`config.mk`:
```
export PLATFORM = sky130hd
export DESIGN_NAME = rstcfg_ctrl
export DESIGN_NICKNAME = d
export VERILOG_FILES = /design/src/rtl/rstcfg_pkg.sv /design/src/rtl/rstcfg_sync.sv /design/src/rtl/rstcfg_seq.sv /design/src/rtl/rstcfg_pairmap.sv /design/src/rtl/rstcfg_ctrl.sv
export SDC_FILE = /design/constraint.sdc
export NUM_CORES = 1
export LEC_CHECK = 0
export CORE_UTILIZATION = 25
export DETAILED_ROUTE_END_ITERATION = 6
export PLACE_DENSITY = 0.7
export SLEW_MARGIN = 20
export SYNTH_ARGS = -nofsm -noshare
export SYNTH_HDL_FRONTEND = slang
export SYNTH_SLANG_ARGS = --single-unit
```
`constraint.sdc`:
```
create_clock -name clk -period 1.1 [get_ports clk]
set_clock_uncertainty 0.05 [all_clocks]
set_input_delay 0.22 -clock clk [delete_from_list [all_inputs] [get_ports clk]]
set_output_delay 0.22 -clock clk [all_outputs]
set_load 0.02 [all_outputs]
```
`src/rtl/rstcfg_pkg.sv`:
```
package rstcfg_pkg;

    localparam int MODE_W         = 4;
    localparam int LANES_PER_PAIR = 8;
    localparam int HALF_LANES     = LANES_PER_PAIR / 2;
    localparam int LANE_IDX_W     = $clog2(LANES_PER_PAIR);

    typedef enum logic [1:0] {
        SEQ_RESET = 2'd0,
        SEQ_HALT  = 2'd1,
        SEQ_RUN   = 2'd2
    } seq_state_e;

    // Straps kept from the reset release edge
    typedef struct packed {
        logic [MODE_W-1:0] mode;
        logic              smb_slow;
        logic              cclk_dn;
        logic              cclk_up;
        logic              halt;
    } strap_t;

    typedef struct packed {
        logic eeprom_en;
        logic failover_en;
        logic up_sel;      // 0: port 0 upstream, 1: port 2 upstream
        logic bad;
    } mode_dec_t;

    function automatic mode_dec_t decode_mode(input logic [MODE_W-1:0] m);
        mode_dec_t d;
        d = '0;
        case (m)
            4'h0: d = '0;
            4'h1: d.eeprom_en = 1'b1;
            4'h8: d.failover_en = 1'b1;
            4'h9: begin
                d.failover_en = 1'b1;
                d.up_sel      = 1'b1;
            end
            4'hA: begin
                d.eeprom_en   = 1'b1;
                d.failover_en = 1'b1;
            end
            4'hB: begin
                d.eeprom_en   = 1'b1;
                d.failover_en = 1'b1;
                d.up_sel      = 1'b1;
            end
            default: d.bad = 1'b1;
        endcase
        return d;
    endfunction

endpackage

```
`src/rtl/rstcfg_sync.sv`:
```
module rstcfg_sync #(
    parameter int STAGES = 2
) (
    input  logic clk,
    input  logic rst_in,
    output logic rst_out
);
    logic [STAGES-1:0] chain;

    // Assertion is seen at once, release walks through the chain
    always_ff @(posedge clk) begin
        if (rst_in) chain <= '1;
        else        chain <= {chain[STAGES-2:0], 1'b0};
    end

    assign rst_out = chain[STAGES-1];
endmodule

```
`src/rtl/rstcfg_seq.sv`:
```
module rstcfg_seq
    import rstcfg_pkg::*;
(
    input  logic       clk,
    input  logic       rst,
    input  logic       halt_req,
    input  logic       release_wr,
    output seq_state_e state,
    output logic       done
);
    always_ff @(posedge clk) begin
        if (rst) begin
            state <= SEQ_RESET;
            done  <= 1'b0;
        end else begin
            done <= 1'b0;
            case (state)
                SEQ_RESET: begin
                    if (halt_req) begin
                        state <= SEQ_HALT;
                    end else begin
                        state <= SEQ_RUN;
                        done  <= 1'b1;
                    end
                end
                SEQ_HALT: begin
                    if (release_wr) begin
                        state <= SEQ_RUN;
                        done  <= 1'b1;
                    end
                end
                SEQ_RUN: state <= SEQ_RUN;
                default: state <= SEQ_RESET;
            endcase
        end
    end
endmodule

```
`src/rtl/rstcfg_pairmap.sv`:
```
module rstcfg_pairmap
    import rstcfg_pkg::*;
#(
    parameter int PAIR_IDX = 0,
    parameter int PORT_W   = 3
) (
    input  logic                                merged,
    output logic [LANES_PER_PAIR*PORT_W-1:0]     lane_port,
    output logic [LANES_PER_PAIR*LANE_IDX_W-1:0] lane_sub
);
    localparam logic [PORT_W-1:0] EVEN_PORT = PORT_W'(2 * PAIR_IDX);
    localparam logic [PORT_W-1:0] ODD_PORT  = PORT_W'(2 * PAIR_IDX + 1);

    for (genvar k = 0; k < LANES_PER_PAIR; k++) begin : g_lane
        if (k < HALF_LANES) begin : g_low
            assign lane_port[k*PORT_W +: PORT_W]         = EVEN_PORT;
            assign lane_sub[k*LANE_IDX_W +: LANE_IDX_W]  = LANE_IDX_W'(k);
        end else begin : g_high
            assign lane_port[k*PORT_W +: PORT_W] = merged ? EVEN_PORT : ODD_PORT;
            assign lane_sub[k*LANE_IDX_W +: LANE_IDX_W] =
                merged ? LANE_IDX_W'(k) : LANE_IDX_W'(k - HALF_LANES);
        end
    end
endmodule

```
`src/rtl/rstcfg_ctrl.sv`:
```
module rstcfg_ctrl
    import rstcfg_pkg::*;
#(
    parameter int unsigned            NPAIR       = 3,
    parameter int unsigned            ADDR_W      = 4,
    parameter logic [ADDR_W-1:0]      CTL_ADDR    = '0,
    parameter int unsigned            SYNC_STAGES = 2,
    localparam int unsigned           NPORT       = 2 * NPAIR,
    localparam int unsigned           PORT_W      = $clog2(NPORT),
    localparam int unsigned           NLANE       = NPAIR * LANES_PER_PAIR
) (
    input  logic                        clk,
    input  logic                        rst_fund,
    input  logic [MODE_W-1:0]           strap_mode,
    input  logic [NPAIR-1:0]            strap_merge_n,
    input  logic                        strap_smb_slow,
    input  logic                        strap_cclk_dn,
    input  logic                        strap_cclk_up,
    input  logic                        strap_halt,
    input  logic                        ctl_we,
    input  logic [ADDR_W-1:0]           ctl_addr,
    input  logic                        ctl_wdata,
    output logic                        core_rst,
    output logic                        halted,
    output logic                        mgmt_active,
    output logic                        cfg_done,
    output logic                        cfg_error,
    output logic                        eeprom_init_en,
    output logic                        failover_en,
    output logic [PORT_W-1:0]           upstream_port,
    output logic                        smb_slow,
    output logic                        cclk_dn,
    output logic                        cclk_up,
    output logic [NPAIR-1:0]            pair_merged,
    output logic [NLANE*PORT_W-1:0]     lane_port,
    output logic [NLANE*LANE_IDX_W-1:0] lane_sub
);
    localparam int unsigned PAIR_PW = LANES_PER_PAIR * PORT_W;
    localparam int unsigned PAIR_SW = LANES_PER_PAIR * LANE_IDX_W;

    logic       rst_int;
    strap_t     held;
    logic [NPAIR-1:0] held_merge_n;
    mode_dec_t  dec;
    seq_state_e state;
    logic       release_wr;

    rstcfg_sync #(.STAGES(SYNC_STAGES)) u_sync (
        .clk     (clk),
        .rst_in  (rst_fund),
        .rst_out (rst_int)
    );

    // Follow the pins during reset; last sample is the release-edge value
    always_ff @(posedge clk) begin
        if (rst_int) begin
            held         <= {strap_mode, strap_smb_slow, strap_cclk_dn,
                             strap_cclk_up, strap_halt};
            held_merge_n <= strap_merge_n;
        end
    end

    assign release_wr = ctl_we && (ctl_addr == CTL_ADDR) && !ctl_wdata;

    rstcfg_seq u_seq (
        .clk        (clk),
        .rst        (rst_int),
        .halt_req   (held.halt),
        .release_wr (release_wr),
        .state      (state),
        .done       (cfg_done)
    );

    assign core_rst    = (state != SEQ_RUN);
    assign halted      = (state == SEQ_HALT);
    assign mgmt_active = (state != SEQ_RESET);

    always_comb begin
        dec            = decode_mode(held.mode);
        cfg_error      = dec.bad;
        eeprom_init_en = dec.eeprom_en;
        failover_en    = dec.failover_en;
        upstream_port  = (dec.failover_en && dec.up_sel) ? PORT_W'(2) : '0;
    end

    assign smb_slow    = held.smb_slow;
    assign cclk_dn     = held.cclk_dn;
    assign cclk_up     = held.cclk_up;
    assign pair_merged = ~held_merge_n;

    for (genvar p = 0; p < NPAIR; p++) begin : g_pair
        rstcfg_pairmap #(.PAIR_IDX(p), .PORT_W(PORT_W)) u_map (
            .merged    (pair_merged[p]),
            .lane_port (lane_port[p*PAIR_PW +: PAIR_PW]),
            .lane_sub  (lane_sub[p*PAIR_SW +: PAIR_SW])
        );
    end
endmodule

```
==> reports/qor.txt <==
CTS tree = built
delay of the slowest critical-path stage = 420 ps
first-pass GRT wire length = 3420 um
nets = 270
ANT nets after route = 0
synthesized area per cell = 8.94 um^2
Storage cell area = 438 um^2
largest net degree at the start of global routing = 17
total congestion overflow = 0
Routability Congestion = 0.695
failing checks = negative setup slack
drc violations = 0
# fillers = 673
post-synthesis register bit count = 16
TritonCTS Sinks = 16
TritonCTS buffer count = 3
LEAKAGE = 1.10 nW
Place WS = -482 ps
startpoint types = register
RSZ-0062 raised after global routing = yes
H-tree levels = 1
crit path DAT = 1130 ps
Setup WS post-layout = -302 ps
DRT Pass-1 Iters = 3
min cycle time layout = 1400 ps
layout cell share with drive strength beyond 1 = 0.317
adder-cell share of the synthesized area = 0.0284
Seq/Total Area, Yosys = 0.244
Starting Density = 0.259
# rows = 30
Yosys cell types = 19
wire per inst = 6.99 um
max-cap violation count = 0
Post-Synthesis Cell Area = 1760 um^2
total number of vias = 963
VDD IR-drop max = 0.822 mV
class of the worst hold path = in2reg
Total Routed Length = 2390 um
Final Max Slew Viols = 0
Avg Vias per Cell = 2.82
run status = finished, violations left
simple-gate portion of the synthesized area = 0.0490
Crit. End Element = primary output
critical-path cell list = nor2_1 > nand2_1 > a21oi_2 > buf_4
power per cell area = 993 nW/um^2
final-report setup violation count = 35
n_diodes = 0
Yosys warning total = 0
dpl hpwl = 1840 um
Req. time, crit path = 830 ps
critical path class = reg2out
Die Y = 85.9 um
Crit Path Max Fanout = 3
compound-cell area share of the yosys netlist = 0.0213
Final Hold Viols = 0
clock latency at the later pin of the worst-skew pair = 240 ps
Final Cycle Share = 1.27
Die ar. = 7390 um^2
Root Buffer = clkbuf_8
Port Buf Inserts = 56
area of the multi-input gates = 718 um^2
CP max stage cell = edfxtp_1
Core ar. = 6790 um^2
Clock Path Buffers = 2
fmax = 0.713 GHz
die width = 85.9 um
Total GRT Usage = 0.0591
post-synthesis mux area share = 0.0114
clock transition at the registers of the reported paths = 60 ps
vias in the first global route = 753
largest family of logic cells by synthesized area = buffers and inverters
hold-fix buffers at CTS = 0
Synth Instances = 197
initial antenna violation count = 0
XOR/XNOR share of the synthesized area = 0
Worst Hold Slack = 300 ps
IO Pins = 179
area grow syn2layout = 19.7%
drt first-iter violations = 4
-- flip-flops by register name, indices dropped and copies added, names as in the netlist --
register / count
u_sync.chain: 2
u_seq.done: 1
cclk_up: 1
u_seq.state: 2
held: 5
cclk_dn: 1
smb_slow: 1
held_merge_n: 3
-- critical path: cells and delay by family (launching register included) --
kind / cells / cell delay [ps]
flops: 1 / 420
simple gates: 2 / 200
buf+inv: 1 / 150
compound gates: 1 / 120
-- what timing repair did --
action	4_1_cts	5_1_grt
pin swaps	5	6
endpoints found under the setup margin	41	38
gates resized for setup	226	24
setup buffers	5	1
-- where the power goes --
group	leakage, nW	internal, W	switching, W
logic	0.920	0.000321	0.000630
registers	0.155	0.000684	0.0000274
clock network	0.0231	0.000247	0.000184
total	1.10	0.00125	0.000841
-- metrics by stage --
step | utilization | total power (W) | std cells | area [um^2] | TNS [ps]
global placement | 0.282 | 0.00157 | 332 | 1910 | -11250
detailed placement | 0.282 | 0.00158 | 332 | 1910 | -11740
floorplan | - | 0.00169 | 317 | 2250 | -128
global route | 0.310 | 0.00220 | 342 | 2110 | -6790
CTS | 0.297 | 0.00207 | 341 | 2020 | -5240
finish | 0.310 | 0.00209 | 342 | 2110 | -5480
-- kinds of logic (layout without fill, tap and decap cells) --
family	Yosys count	count (layout)
compound gates	5	5
fa+ha+maj	4	4
buf+inv	155	84
flops	16	16
mux	2	2
other cells	2	122
simple gates	13	13
-- final timing paths --
path,from,end,slack [ps],cells past startpoint
worst max register to register,u_seq.state[0],u_seq.state[1],-120,5
worst min-delay path,ctl_wdata,u_seq.done,300,4
worst max-delay path,held[7],eeprom_init_en,-300,4
worst min register to register,u_sync.chain[0],u_sync.chain[1],360,1
-- metal layers --
layer | GRT usage | share of wire | wire (um) | vias to the layer above
met1 | 0.0549 | 0.30 | 720 | 423
li1 | - | - | - | 435
met5 | 0 | 0 | 0 | -
met4 | 0.0273 | 0.010 | 24 | 0
met3 | 0.0241 | 0.15 | 352 | 2
met2 | 0.112 | 0.54 | 1300 | 103
-- cell usage in the layout, fill, tap and decap left out, types with 2 or more instances in the layout --
cell,netlist,final
conb_1,2,122
nor2_1,3,2
dlymetal6s2s_1,0,2
dlygate4sd2_1,0,2
a21oi_2,0,2
dfxtp_4,0,2
buf_2,0,4
clkbuf_8,0,3
inv_2,0,7
dfxtp_1,5,3
buf_6,0,44
mux2i_1,2,2
clkdlybuf4s50_1,0,14
nand2b_1,3,2
inv_4,0,2
nand2_1,2,2
ha_4,0,3
edfxtp_1,11,11
buf_4,146,4
-- synthesized netlist by cell type, drive strengths merged --
library cell / number / share of area
buf: 146 / 0.62
edfxtp: 11 / 0.19
inv: 9 / 0.019
dfxtp: 5 / 0.057
ha: 4 / 0.028
nand2b: 3 / 0.011
nor2: 3 / 0.0064
a21oi: 2 / 0.0057
conb: 2 / 0.0043
mux2i: 2 / 0.011
nand2: 2 / 0.0043
a211o: 1 / 0.0050
a21boi: 1 / 0.0064
a21o: 1 / 0.0043
and2: 1 / 0.0036
nand3: 1 / 0.0028
nand3b: 1 / 0.0043
nor4b: 1 / 0.013
or2: 1 / 0.0036
-- final cells by class --
class | instances | share of cell area
clock buffers | 3 | 0.0196
clock inverters | 1 | 0.00178
inverters | 9 | 0.0184
multi-input cells | 146 | 0.341
flip-flops and latches | 16 | 0.208
well taps | 96 | 0.0570
repair buffers | 71 | 0.355
(Power assumes the default switching activity.)
